**config.mk**
```make
export PLATFORM = sky130hd
export DESIGN_NAME = seg_row_loader
export DESIGN_NICKNAME = d
export VERILOG_FILES = /design/src/rtl/segLoaderPkg.sv /design/src/rtl/seg_load_ctrl.sv /design/src/rtl/seg_load_datapath.sv /design/src/rtl/seg_row_loader.sv
export SDC_FILE = /design/constraint.sdc
export NUM_CORES = 1
export LEC_CHECK = 0
export ABC_AREA = 1
export BUFFER_PORTS_ARGS = -buffer_cell sky130_fd_sc_hd__buf_2
export CAP_MARGIN = 20
export CORE_UTILIZATION = 50
export DETAILED_ROUTE_END_ITERATION = 12
export PLACE_DENSITY = 0.8
export SLEW_MARGIN = 20
export SYNTH_ARGS = -nofsm -noshare
export SYNTH_HDL_FRONTEND = slang
export SYNTH_SLANG_ARGS = --single-unit
export TNS_END_PERCENT = 30
```
**constraint.sdc**
```tcl
create_clock -name clk -period 3.6 [get_ports clk]
set_clock_uncertainty 0.1 [all_clocks]
set_input_delay 0.9 -clock clk [delete_from_list [all_inputs] [get_ports clk]]
set_output_delay 0.9 -clock clk [all_outputs]
set_load 0.005 [all_outputs]
```
**src/rtl/segLoaderPkg.sv**
```systemverilog
package segLoaderPkg;

  typedef struct packed {
    logic shift;
    logic latch;
  } segStrobes_t;

  typedef enum logic [1:0] {
    LVL_V0    = 2'b00,
    LVL_V5    = 2'b01,
    LVL_MIDHI = 2'b10,
    LVL_MIDLO = 2'b11
  } lvlCode_t;

endpackage

```
**src/rtl/seg_load_ctrl.sv**
```systemverilog
module seg_load_ctrl
  import segLoaderPkg::*;
#(
  parameter int NUM_COLS = 80,
  parameter int BUS_W    = 4
) (
  input  logic        clk,
  input  logic        rst_n,
  input  logic        serialMode,
  input  logic        dirRev,
  input  logic        shiftClk,
  input  logic        latchClk,
  input  logic        enLeftIn,
  input  logic        enRightIn,
  output logic        enLeftOut,
  output logic        enRightOut,
  output segStrobes_t strobes
);

  localparam int CNT_W = $clog2(NUM_COLS + 1);
  localparam logic [CNT_W-1:0] LEN_SER = CNT_W'(NUM_COLS);
  localparam logic [CNT_W-1:0] LEN_PAR = CNT_W'(NUM_COLS / BUS_W);

  logic [CNT_W-1:0] loadCnt;
  logic [CNT_W-1:0] rowLen;
  logic             rowDone;
  logic             latchPrev;
  logic             tokenIn;
  logic             tokenOut;
  logic             acceptShift;

  assign rowLen      = serialMode ? LEN_SER : LEN_PAR;
  assign tokenIn     = dirRev ? enRightIn : enLeftIn;
  assign acceptShift = shiftClk & ~tokenIn & ~rowDone & ~latchClk;

  always_ff @(posedge clk or negedge rst_n) begin
    if (!rst_n) begin
      loadCnt   <= '0;
      rowDone   <= 1'b0;
      latchPrev <= 1'b0;
    end else begin
      latchPrev <= latchClk;
      if (latchClk) begin
        loadCnt <= '0;
        rowDone <= 1'b0;
      end else if (acceptShift) begin
        loadCnt <= loadCnt + 1'b1;
        if (loadCnt == rowLen - 1'b1) rowDone <= 1'b1;
      end
    end
  end

  assign strobes.shift = acceptShift;
  assign strobes.latch = latchPrev & ~latchClk;

  assign tokenOut   = ~rowDone;
  assign enLeftOut  = dirRev ? tokenOut : 1'b1;
  assign enRightOut = dirRev ? 1'b1 : tokenOut;

  // the count never runs past a serial row
  p_count_bound_r2: assert property (@(posedge clk) disable iff (!rst_n)
    loadCnt <= LEN_SER);

  // the row completes exactly on the last pulse of the row length
  p_done_at_len_r2: assert property (@(posedge clk) disable iff (!rst_n)
    $rose(rowDone) |-> loadCnt == ($past(serialMode) ? LEN_SER : LEN_PAR));

  // a disabled block holds its count
  p_disabled_hold_r5: assert property (@(posedge clk) disable iff (!rst_n)
    (tokenIn && !latchClk) |=> $stable(loadCnt));

  // a completed row accepts nothing more until re-armed
  p_done_hold_r8: assert property (@(posedge clk) disable iff (!rst_n)
    (rowDone && !latchClk) |=> ($stable(loadCnt) && rowDone));

  // latch clock high re-arms the loader
  p_rearm_r7: assert property (@(posedge clk) disable iff (!rst_n)
    latchClk |=> (loadCnt == '0 && !rowDone));

endmodule

```
**src/rtl/seg_load_datapath.sv**
```systemverilog
module seg_load_datapath
  import segLoaderPkg::*;
#(
  parameter int NUM_COLS = 80,
  parameter int BUS_W    = 4
) (
  input  logic                    clk,
  input  logic                    rst_n,
  input  segStrobes_t             strobes,
  input  logic                    serialMode,
  input  logic                    dirRev,
  input  logic [BUS_W-1:0]        dataIn,
  input  logic                    frameAlt,
  input  logic                    dispOffN,
  output logic [2*NUM_COLS-1:0]   levels
);

  logic [NUM_COLS-1:0] shiftReg;
  logic [NUM_COLS-1:0] nextReg;
  logic [NUM_COLS-1:0] outLatch;
  logic [BUS_W-1:0]    nibRev;

  for (genvar i = 0; i < BUS_W; i++) begin : g_rev
    assign nibRev[i] = dataIn[BUS_W-1-i];
  end

  always_comb begin
    if (serialMode)
      nextReg = dirRev ? {shiftReg[NUM_COLS-2:0], dataIn[0]}
                       : {dataIn[0], shiftReg[NUM_COLS-1:1]};
    else
      nextReg = dirRev ? {shiftReg[NUM_COLS-BUS_W-1:0], nibRev}
                       : {dataIn, shiftReg[NUM_COLS-1:BUS_W]};
  end

  always_ff @(posedge clk or negedge rst_n) begin
    if (!rst_n) begin
      shiftReg <= '0;
      outLatch <= '0;
    end else begin
      if (strobes.shift) shiftReg <= nextReg;
      if (strobes.latch) outLatch <= shiftReg;
    end
  end

  for (genvar c = 0; c < NUM_COLS; c++) begin : g_col
    lvlCode_t colLvl;
    always_comb begin
      if (!dispOffN)        colLvl = LVL_V0;
      else if (outLatch[c]) colLvl = frameAlt ? LVL_V5 : LVL_V0;
      else                  colLvl = frameAlt ? LVL_MIDLO : LVL_MIDHI;
    end
    assign levels[2*c +: 2] = colLvl;
  end

  // the output latch only moves after a detected latch-clock fall
  p_latch_on_fall_r4: assert property (@(posedge clk) disable iff (!rst_n)
    !$stable(outLatch) |-> $past(strobes.latch));

  // without an accepted pulse the row register holds
  p_shift_hold_r5: assert property (@(posedge clk) disable iff (!rst_n)
    !strobes.shift |=> $stable(shiftReg));

  // blanking clears every column code
  p_blank_r9: assert property (@(posedge clk) disable iff (!rst_n)
    !dispOffN |-> levels == '0);

endmodule

```
**src/rtl/seg_row_loader.sv**
```systemverilog
module seg_row_loader
  import segLoaderPkg::*;
#(
  parameter int NUM_COLS = 80,
  parameter int BUS_W    = 4
) (
  input  logic                  clk,
  input  logic                  rst_n,
  input  logic                  serialMode,
  input  logic                  dirRev,
  input  logic                  shiftClk,
  input  logic                  latchClk,
  input  logic [BUS_W-1:0]      dataIn,
  input  logic                  enLeftIn,
  input  logic                  enRightIn,
  output logic                  enLeftOut,
  output logic                  enRightOut,
  input  logic                  frameAlt,
  input  logic                  dispOffN,
  output logic [2*NUM_COLS-1:0] levels
);

  segStrobes_t strobes;

  seg_load_ctrl #(.NUM_COLS(NUM_COLS), .BUS_W(BUS_W)) u_ctrl (
    .clk(clk), .rst_n(rst_n), .serialMode(serialMode), .dirRev(dirRev),
    .shiftClk(shiftClk), .latchClk(latchClk), .enLeftIn(enLeftIn),
    .enRightIn(enRightIn), .enLeftOut(enLeftOut), .enRightOut(enRightOut),
    .strobes(strobes)
  );

  seg_load_datapath #(.NUM_COLS(NUM_COLS), .BUS_W(BUS_W)) u_dp (
    .clk(clk), .rst_n(rst_n), .strobes(strobes), .serialMode(serialMode),
    .dirRev(dirRev), .dataIn(dataIn), .frameAlt(frameAlt),
    .dispOffN(dispOffN), .levels(levels)
  );

  // the pin not carrying the token stays high
  p_idle_pin_r6: assert property (@(posedge clk) disable iff (!rst_n)
    (dirRev ? enRightOut : enLeftOut));

endmodule

```
; Word level (Yosys, flattened, before mapping)
; Cells that the tools add are included.
[totals]
output_inout_bits = 162
register_bits = 169
in_bits = 14
[op_classes]
n_eq_ne = 1
reduce_logical = 3
n_addsub = 2
bitwise_logic = 7
muxes = 174
[ops]
columns = operator, count
row1 = $mux 2, 160
row2 = $mux 80, 3
row3 = $mux 7, 3
row4 = $mux 1, 8
row5 = $add 7x1->7 const B, 1
row6 = $eq 7x7->1, 1
row7 = $sub 7x1->7 const B, 1
row8 = $and 1x1->1, 4
row9 = $reduce_bool 2->1, 2
row10 = $not 1->1, 3
row11 = $reduce_and 2->1, 1

; Logic depth before layout (Yosys ltp)
; Gate-level depths: netlist of run 1.
[logic_depth]
depth_word = 7
ltp_mapped = 9

; Hierarchy
; From an unflattened synthesis of run 1, not the netlist that was laid out.
[hier_totals]
hier_cells = 1116
hier_area_um2 = 9202.6
[by_module_without_submodules]
columns = mod, area_each_um2, seq_area_each_um2, n_inst, cells_each
row1 = seg_load_datapath, 8633.3, 4003.8, 1, 1040
row2 = seg_load_ctrl, 569.3, 225.2, 1, 76

; Worst setup path after synthesis of run 1
; Ideal clock, no wire load.
[synth_timing]
path_kind = input port to output port
startpoint = in frameAlt
endpoint = out levels[100]
path_slack_ns = 0.218
arrival_time_ns = 2.382
t_required_ns = 2.600
stages = 3
path_cell_list = nand2_1 -> inv_1 -> buf_4
[synth_via]
elab_chain_len = 3
[synth_lines]
columns = item, line
row1 = "start, declared", seg_row_loader.sv:18  ; input logic frameAlt,
row2 = $mux 1, "seg_load_datapath.sv:50, seg_load_datapath.sv:51"
row3 = $mux 2 *, seg_load_datapath.sv:50  ; else if (outLatch[c]) colLvl = frameAlt ? LVL_V5 : LVL_V0;
row4 = $mux 2 *, seg_load_datapath.sv:49  ; if (!dispOffN) colLvl = LVL_V0;
row5 = "end, declared", seg_row_loader.sv:20  ; output logic [2*NUM_COLS-1:0] levels
; Mark *: on every way between the ends. The rest lies on a longest branch, timed or not.

; Final worst setup path of run 1
[layout_timing]
startpoint = in dispOffN
endpoint = out levels[20]
[layout_via]
elab_chain_len = 1
[layout_lines]
columns = item, line
row1 = "start, declared", seg_row_loader.sv:19  ; input logic dispOffN,
row2 = $mux 2, seg_load_datapath.sv:49
; Every way passes these cells.

==> results of run 1 <==
## layer usage
layer / vias to the layer above / share of wire [%] / track usage, %
met4: 0 / 1.8 / 7.75
met3: 39 / 7.7 / 3.85
met2: 395 / 47 / 36.0
li1: 3694 / - / -
met5: - / 0 / 0
met1: 3563 / 43 / 31.0
## layout by cell type, fill, tap and decap left out, types with 5 or more instances in the layout
| cell | synthesis | layout |
|---|---|---|
| inv_1 | 7 | 7 |
| mux2_2 | 80 | 80 |
| o21ai_1 | 81 | 81 |
| buf_12 | 0 | 5 |
| nand3_1 | 168 | 168 |
| nand2_1 | 349 | 348 |
| clkbuf_16 | 0 | 17 |
| buf_4 | 79 | 7 |
| buf_2 | 23 | 174 |
| nor2_1 | 88 | 88 |
| dfrtp_1 | 169 | 169 |
## synthesized netlist by cell type
| master | count | area [µm²] |
|---|---|---|
| o21ai_1 | 81 | 405 |
| mux2_2 | 80 | 901 |
| xnor2_1 | 1 | 8.76 |
| dfrtp_1 | 169 | 4230 |
| o21ai_0 | 3 | 15.0 |
| buf_4 | 79 | 593 |
| clkbuf_1 | 27 | 101 |
| a21oi_1 | 3 | 15.0 |
| inv_1 | 7 | 26.3 |
| nand2_1 | 349 | 1310 |
| nand2_2 | 1 | 6.26 |
| ha_1 | 1 | 12.5 |
| nor2_1 | 88 | 330 |
| inv_2 | 4 | 15.0 |
| nand4_1 | 2 | 12.5 |
| buf_1 | 8 | 30.0 |
| buf_2 | 23 | 115 |
| nand3_1 | 168 | 841 |
| nor2_4 | 1 | 11.3 |
| buf_6 | 10 | 113 |
| nor3_1 | 3 | 15.0 |
## worst register-to-register path: cells and delay by family, from the launching register on
kind	cells	cell delay [ns]
AND/OR/NAND/NOR	4	0.72
flip-flops	1	0.44
buffers and inverters	2	0.44
AO/OA/AOI/OAI	1	0.06
## worst max path at each step
stage          cells after the start  slack (ns)           to  startpoint
6_report                           5        0.90   levels[20]    dispOffN
5_1_grt                            5        0.64  levels[144]    dispOffN
3_3_place_gp                       5        0.90   levels[10]    dispOffN
4_1_cts                            5        0.87   levels[20]    dispOffN
3_5_place_dp                       5        0.87   levels[20]    dispOffN
2_1_floorplan                      3        0.22  levels[100]    frameAlt
## power by group through the flow
stage / Combinational, mW / Clock [mW] / Sequential (mW)
2_1_floorplan: 1.06 / 0 / 2.68
3_3_place_gp: 1.34 / 0 / 2.85
3_5_place_dp: 1.38 / 0 / 2.86
4_1_cts: 1.40 / 1.95 / 2.83
5_1_grt: 1.59 / 2.03 / 2.91
6_report: 1.38 / 1.91 / 2.84
## stage by stage
| step | cell area, µm² | std cells |
|---|---|---|
| floorplan | 9110 | 1108 |
| global placement | 9480 | 1373 |
| detailed placement | 9480 | 1373 |
| CTS | 10100 | 1404 |
| global route | 10100 | 1404 |
| finish | 10100 | 1404 |
## area by class of cell
| cell class | instances | area share [%] |
|---|---|---|
| clock inverters | 12 | 1.72 |
| inverters | 11 | 0.409 |
| clock buffers | 19 | 4.39 |
| repair buffers | 187 | 10.2 |
| well taps | 225 | 2.79 |
| multi-input cells | 781 | 38.6 |
| flip-flops and latches | 169 | 41.9 |
## state kept, by name (all words and copies together) (netlist names)
name              count
u_dp.shiftReg        80
u_ctrl.latchPrev      1
u_dp.outLatch        80
u_ctrl.loadCnt        7
u_ctrl.rowDone        1
## kinds of logic (layout without fill, tap and decap cells)
kind of cell / Yosys count / in the layout / synth area share [%]
compound gates: 87 / 87 / 4.78
xor+xnor: 1 / 1 / 0.0962
fa+ha+maj: 1 / 1 / 0.137
buf+inv: 158 / 229 / 10.9
flops: 169 / 169 / 46.4
mux: 80 / 80 / 9.89
simple gates: 612 / 612 / 27.7
==> impl_metrics.sql, run 1 <==
INSERT INTO impl_metrics (metric_group, metric, value, unit) VALUES
('synth', 'postSynthRegisterBits', '169', ''),
('synth', 'ys_types', '21', ''),
('worst_setup_path', 'crit_path_start_kind', 'primary input', ''),
('status', 'outcome', 'finished, final reports clean', ''),
('detailed_routing', 'route.detailed.vias_per_inst', '5.48', ''),
('worst_setup_path', 'setup.worst_path.end_class', 'output pin', ''),
('worst_setup_path', 'r2r_end', 'u_dp.shiftReg[56]', ''),
('die', 'die_h', '137', 'µm'),
('placement', 'place_congestion', '0.871', ''),
('grt', 'grt_remaining_overflow', '0', ''),
('placement', 'detailedPlacementHpwl', '13500', 'µm'),
('power_and_ir_drop', 'p_comb_share', '22.6', '%'),
('die', 'die-area', '0.0188', 'mm²'),
('hold_path', 'worstHoldPathType', 'in2async', ''),
('synth', 'syn_area_per_cell', '8.22', 'µm²'),
('clocking', 'clock_sink_count', '169', ''),
('layout', 'multi_input_area', '0.00390', 'mm²'),
('timing', 'maxSlewViolCount', '0', ''),
('layout', 'syn2layout_area_growth', '10.9', '%'),
('worst_setup_path', 'crit_slowest_cell', 'buf_4', ''),
('worst_setup_path', 'crit_path_frequent_cell', 'buf_2', ''),
('timing', 'slack_of_the_critical_path', '0.900', 'ns'),
('synth', 'yosys_warnings', '0', ''),
('clocking', 'cts.htree.levels', '4', ''),
('power_and_ir_drop', 'power_switching', '1.89', 'mW'),
('placement', 'detailedPlace.worstSlack', '0.871', 'ns'),
('power_and_ir_drop', 'pwr_density', '607', 'mW/mm²'),
('power_and_ir_drop', 'vdd_ir_drop_max', '0.374', 'mV'),
('synth', 'synthesis.nets', '1123', ''),
('power_and_ir_drop', 'netSwitchingFraction', '30.8', '%'),
('die', 'ios', '176', ''),
('die', 'dieWidth', '137', 'µm'),
('die', 'fp-row-count', '48', ''),
('timing', 'post-route-period-util', '75.0', '%'),
('grt', 'grt_pass1_vias', '6736', ''),
('detailed_routing', 'initialDrtViolationCount', '743', ''),
('worst_setup_path', 'worstPathMaxFanout', '80', ''),
('detailed_routing', 'dr_drc_count', '0', ''),
('clocking', 'hold_buffers', '0', ''),
('timing', 'post-route-min-period', '2.70', 'ns'),
('clocking', 'clk_transition_reported_paths', '0.06', 'ns'),
('power_and_ir_drop', 'leakagePower', '5.25', 'nW'),
('power_and_ir_drop', 'power.clock.fraction', '31.2', '%'),
('synth', 'sequential_share_of_the_synthesized_area', '46.4', '%'),
('synth', 'synth_cells', '1108', ''),
('timing', 'max_slew.worst_pin.slew', '0.861', 'ns'),
('worst_setup_path', 'worst_path_largest_cell_delay', '0.40', 'ns'),
('die', 'coreArea', '0.0175', 'mm²'),
('worst_setup_path', 'path_buf_inv', '4', ''),
('worst_setup_path', 'timing_worst_setup_path_type', 'in2out', ''),
('timing', 'setup_viol_count_final', '0', ''),
('clocking', 'clock_tree_root_driver_cell', 'clkbuf_16', ''),
('layout', 'regArea', '0.00423', 'mm²'),
('power_and_ir_drop', 'post_route_total_power', '6.13', 'mW'),
('timing', 'fin_setup_tns', '0', 'ns'),
('timing', 'grt_setup_unrepaired', 'false', ''),
('clocking', 'cts_buffers', '17', ''),
('power_and_ir_drop', 'sequentialPowerShare', '46.2', '%'),
('grt', 'antenna_violations_before_repair', '0', ''),
('detailed_routing', 'iteration_count_of_the_initial_detailed_routing_pass', '6', ''),
('layout', 'antenna_cells_inserted', '0', ''),
('timing', 'finalHoldWorstSlack', '0.338', 'ns'),
('layout', 'ratio_of_cells_with_drive_above_1_in_the_final_layout', '25.8', '%'),
('detailed_routing', 'postRouteWirelength', '20400', 'µm'),
('clocking', 'clk-insertion-delay-late', '0.43', 'ns'),
('grt', 'grt_max_degree', '85', ''),
('timing', 'slew_headroom', '42.6', '%'),
('grt', 'grtUsageTotal', '22.6', '%'),
('worst_setup_path', 'crit_path_leading_delay_family', 'buffers and inverters', ''),
('worst_setup_path', 'crit_chain', 'buf_2 > nand2_1 > inv_1 > buf_4 > buf_2', ''),
('layout', 'finalNetCount', '1182', '');
No activity file was read; power rests on OpenSTA's default activity.
==> run 2, diff against run 1 <==
- clock period: 3.6 -> 2.63 ns (I/O delays scaled with it)
==> run 2 against run 1 <==
Sequential cell count unchanged. Non-clock buffer count grew 6. Highest routed layer unchanged. Routed wire length decreased by 1.8%. First-iteration DRC count up 36%. Register-to-register slack lost 0.75 ns. Critical path depth unchanged. Final cell count is 0.50% higher. Sequential share of layout area shrank 0.11 points. Count of clock-buffer cells in the layout decreased by 1. Combinational power up 38%. Hold slack worse by 0.29 ns. Critical path type unchanged. Utilization is 0.15 points higher.
==> impl_metrics.sql, run 2 (synthesis results as in run 1) <==
INSERT INTO impl_metrics (metric_group, metric, value, unit) VALUES
('die', 'dieWidth', '137', 'µm'),
('hold_path', 'worstHoldPathType', 'in2async', ''),
('clocking', 'post-cts-setup-buffer-count', '0', ''),
('clocking', 'clock_tree_from_tritoncts', 'done', ''),
('detailed_routing', 'route.detailed.vias_per_inst', '5.49', ''),
('die', 'ios', '176', ''),
('clocking', 'cts_repair_resize_count', '0', ''),
('clocking', 'cts_buffers', '17', ''),
('detailed_routing', 'wl_per_cell', '14.2', 'µm'),
('grt', 'grt_max_degree', '89', ''),
('placement', 'detailed_place.area', '0.00956', 'mm²'),
('timing', 'fin_setup_tns', '0', 'ns'),
('die', 'coreArea', '0.0175', 'mm²'),
('timing', 'post-route-min-period', '2.31', 'ns'),
('worst_setup_path', 'path_buf_inv', '4', ''),
('timing', 'maxSlewViolCount', '0', ''),
('power_and_ir_drop', 'pwr_density', '807', 'mW/mm²'),
('die', 'die_h', '137', 'µm'),
('status', 'outcome', 'finished, final reports clean', ''),
('clocking', 'cts.htree.levels', '4', ''),
('worst_setup_path', 'worst-r2r-setup-slack', '0.99', 'ns'),
('clocking', 'clk_transition_reported_paths', '0.07', 'ns'),
('detailed_routing', 'dr_drc_count', '0', ''),
('layout', 'antenna_cells_inserted', '0', ''),
('die', 'die-area', '0.0188', 'mm²'),
('timing', 'setup_viol_count_final', '0', ''),
('clocking', 'cts_max_path_buffers', '2', ''),
('layout', 'syn2layout_area_growth', '11.2', '%'),
('placement', 'place.port_buffers', '175', ''),
('worst_setup_path', 'crit_path_frequent_cell', 'buf_2', ''),
('clocking', 'clock_sink_count', '169', ''),
('layout', 'ratio_of_cells_with_drive_above_1_in_the_final_layout', '26.3', '%'),
('layout', 'layout_top_registers', 'u_dp.outLatch x80, u_dp.shiftReg x80, u_ctrl.loadCnt x7', ''),
('die', 'fp-row-count', '48', ''),
('worst_setup_path', 'rr_startpoint', 'u_ctrl.rowDone', ''),
('power_and_ir_drop', 'leakagePower', '5.27', 'nW'),
('detailed_routing', 'routed-via-count', '7741', ''),
('worst_setup_path', 'crit_path_start_kind', 'primary input', ''),
('flow_run', 'timing.max_cap.violations', '0', ''),
('placement', 'place_congestion', '0.879', ''),
('timing', 'post-route-period-util', '87.9', '%'),
('layout', 'postLayoutCoreUtil', '57.7', '%'),
('layout', 'final_common_cell', 'nand2_1', ''),
('worst_setup_path', 'critPathArrivalTime', '1.55', 'ns'),
('grt', 'grt_pass1_vias', '6791', ''),
('clocking', 'clock_tree_root_driver_cell', 'clkbuf_16', ''),
('detailed_routing', 'initialDrtViolationCount', '1010', ''),
('worst_setup_path', 'worst_path_largest_cell_delay', '0.40', 'ns'),
('worst_setup_path', 'r2r_end', 'u_dp.shiftReg[37]', ''),
('worst_setup_path', 'crit_chain', 'buf_2 > nand2_1 > clkinvlp_4 > buf_4 > buf_2', ''),
('detailed_routing', 'iteration_count_of_the_initial_detailed_routing_pass', '5', ''),
('timing', 'grt_setup_unrepaired', 'false', ''),
('grt', 'grtUsageTotal', '22.6', '%'),
('timing', 'fmax', '0.433', 'GHz'),
('timing', 'final-hold-violation-count', '0', ''),
('timing', 'max_slew.worst_pin.slew', '0.462', 'ns'),
('worst_setup_path', 'crit_slowest_cell', 'buf_4', ''),
('detailed_routing', 'drt.antenna.violating_nets', '0', ''),
('timing', 'slew_headroom', '69.2', '%'),
('die', 'initial_core_util', '51.9', '%'),
('worst_setup_path', 'setup.worst_path.end_class', 'output pin', ''),
('clocking', 'clk-insertion-delay-late', '0.43', 'ns'),
('worst_setup_path', 'timing_worst_setup_path_type', 'in2out', ''),
('detailed_routing', 'postRouteWirelength', '20100', 'µm'),
('worst_setup_path', 'crit_path_leading_delay_family', 'buffers and inverters', ''),
('clocking', 'hold_buffers', '0', ''),
('layout', 'finalNetCount', '1188', ''),
('layout', 'finish.instance_area', '0.0101', 'mm²'),
('grt', 'grt_remaining_overflow', '0', ''),
('power_and_ir_drop', 'vdd_ir_drop_max', '0.545', 'mV'),
('grt', 'antenna_violations_before_repair', '0', ''),
('worst_setup_path', 'worst-endpoint-required', '1.87', 'ns'),
('placement', 'detailedPlacementHpwl', '13700', 'µm'),
('worst_setup_path', 'worstPathMaxFanout', '80', ''),
('grt', 'wire_length_of_the_first_global_routing_pass', '33400', 'µm'),
('worst_setup_path', 'number_of_cells_on_the_worst_reg_to_reg_path', '7', ''),
('layout', 'layout_common_cells', '348 x nand2_1, 174 x buf_2, 169 x dfrtp_1', '');
## run 2: area by class of cell
| type | count | area, µm² |
|---|---|---|
| fillers | 1565 | 7410 |
| flip-flops and latches | 169 | 4230 |
| multi-input cells | 781 | 3900 |
| repair buffers | 193 | 1100 |
| clock buffers | 18 | 429 |
| well taps | 225 | 282 |
| clock inverters | 14 | 140 |
| inverters | 11 | 45.0 |
## run 2: stage by stage
step	setup WS (ns)	instances	power, mW	hold WS [ns]
2_1_floorplan	0.0217	1108	5.12	0.262
3_3_place_gp	0.299	1379	5.73	0.392
3_5_place_dp	0.269	1379	5.81	0.395
4_1_cts	0.264	1411	8.23	0.0589
5_1_grt	0.0856	1411	8.69	0.0769
6_report	0.318	1411	8.17	0.0485
## run 2: worst register-to-register path, cell delays in order, from the launching register on
cell and delay [ns]:
dfrtp_1 0.45, inv_1 0.08, nand2_1 0.08, nor2_4 0.24, nand2_4 0.13, buf_12 0.24
nand2_1 0.14, o21ai_1 0.06
## run 2: worst max-delay path by stage
stage / start / to / slack [ns] / depth (start not counted)
finish: dispOffN / levels[44] / 0.32 / 5
global route: dispOffN / levels[90] / 0.09 / 5
CTS: dispOffN / levels[82] / 0.26 / 5
detailed placement: dispOffN / levels[82] / 0.27 / 5
global placement: dispOffN / levels[126] / 0.30 / 5
floorplan: frameAlt / levels[100] / 0.02 / 3
## run 2: power by group
| part | total [mW] | leakage (nW) | internal, mW | switching (mW) |
|---|---|---|---|---|
| clock network | 2.40 | 0.274 | 1.32 | 1.07 |
| logic | 1.90 | 2.84 | 0.935 | 0.965 |
| registers | 3.87 | 2.16 | 3.28 | 0.595 |
## run 2: routing by layer
metal	wire (µm)	GRT usage, %
met1	8980	31.6
met2	9400	35.6
met3	1360	3.93
met4	342	7.26
met5	0	0
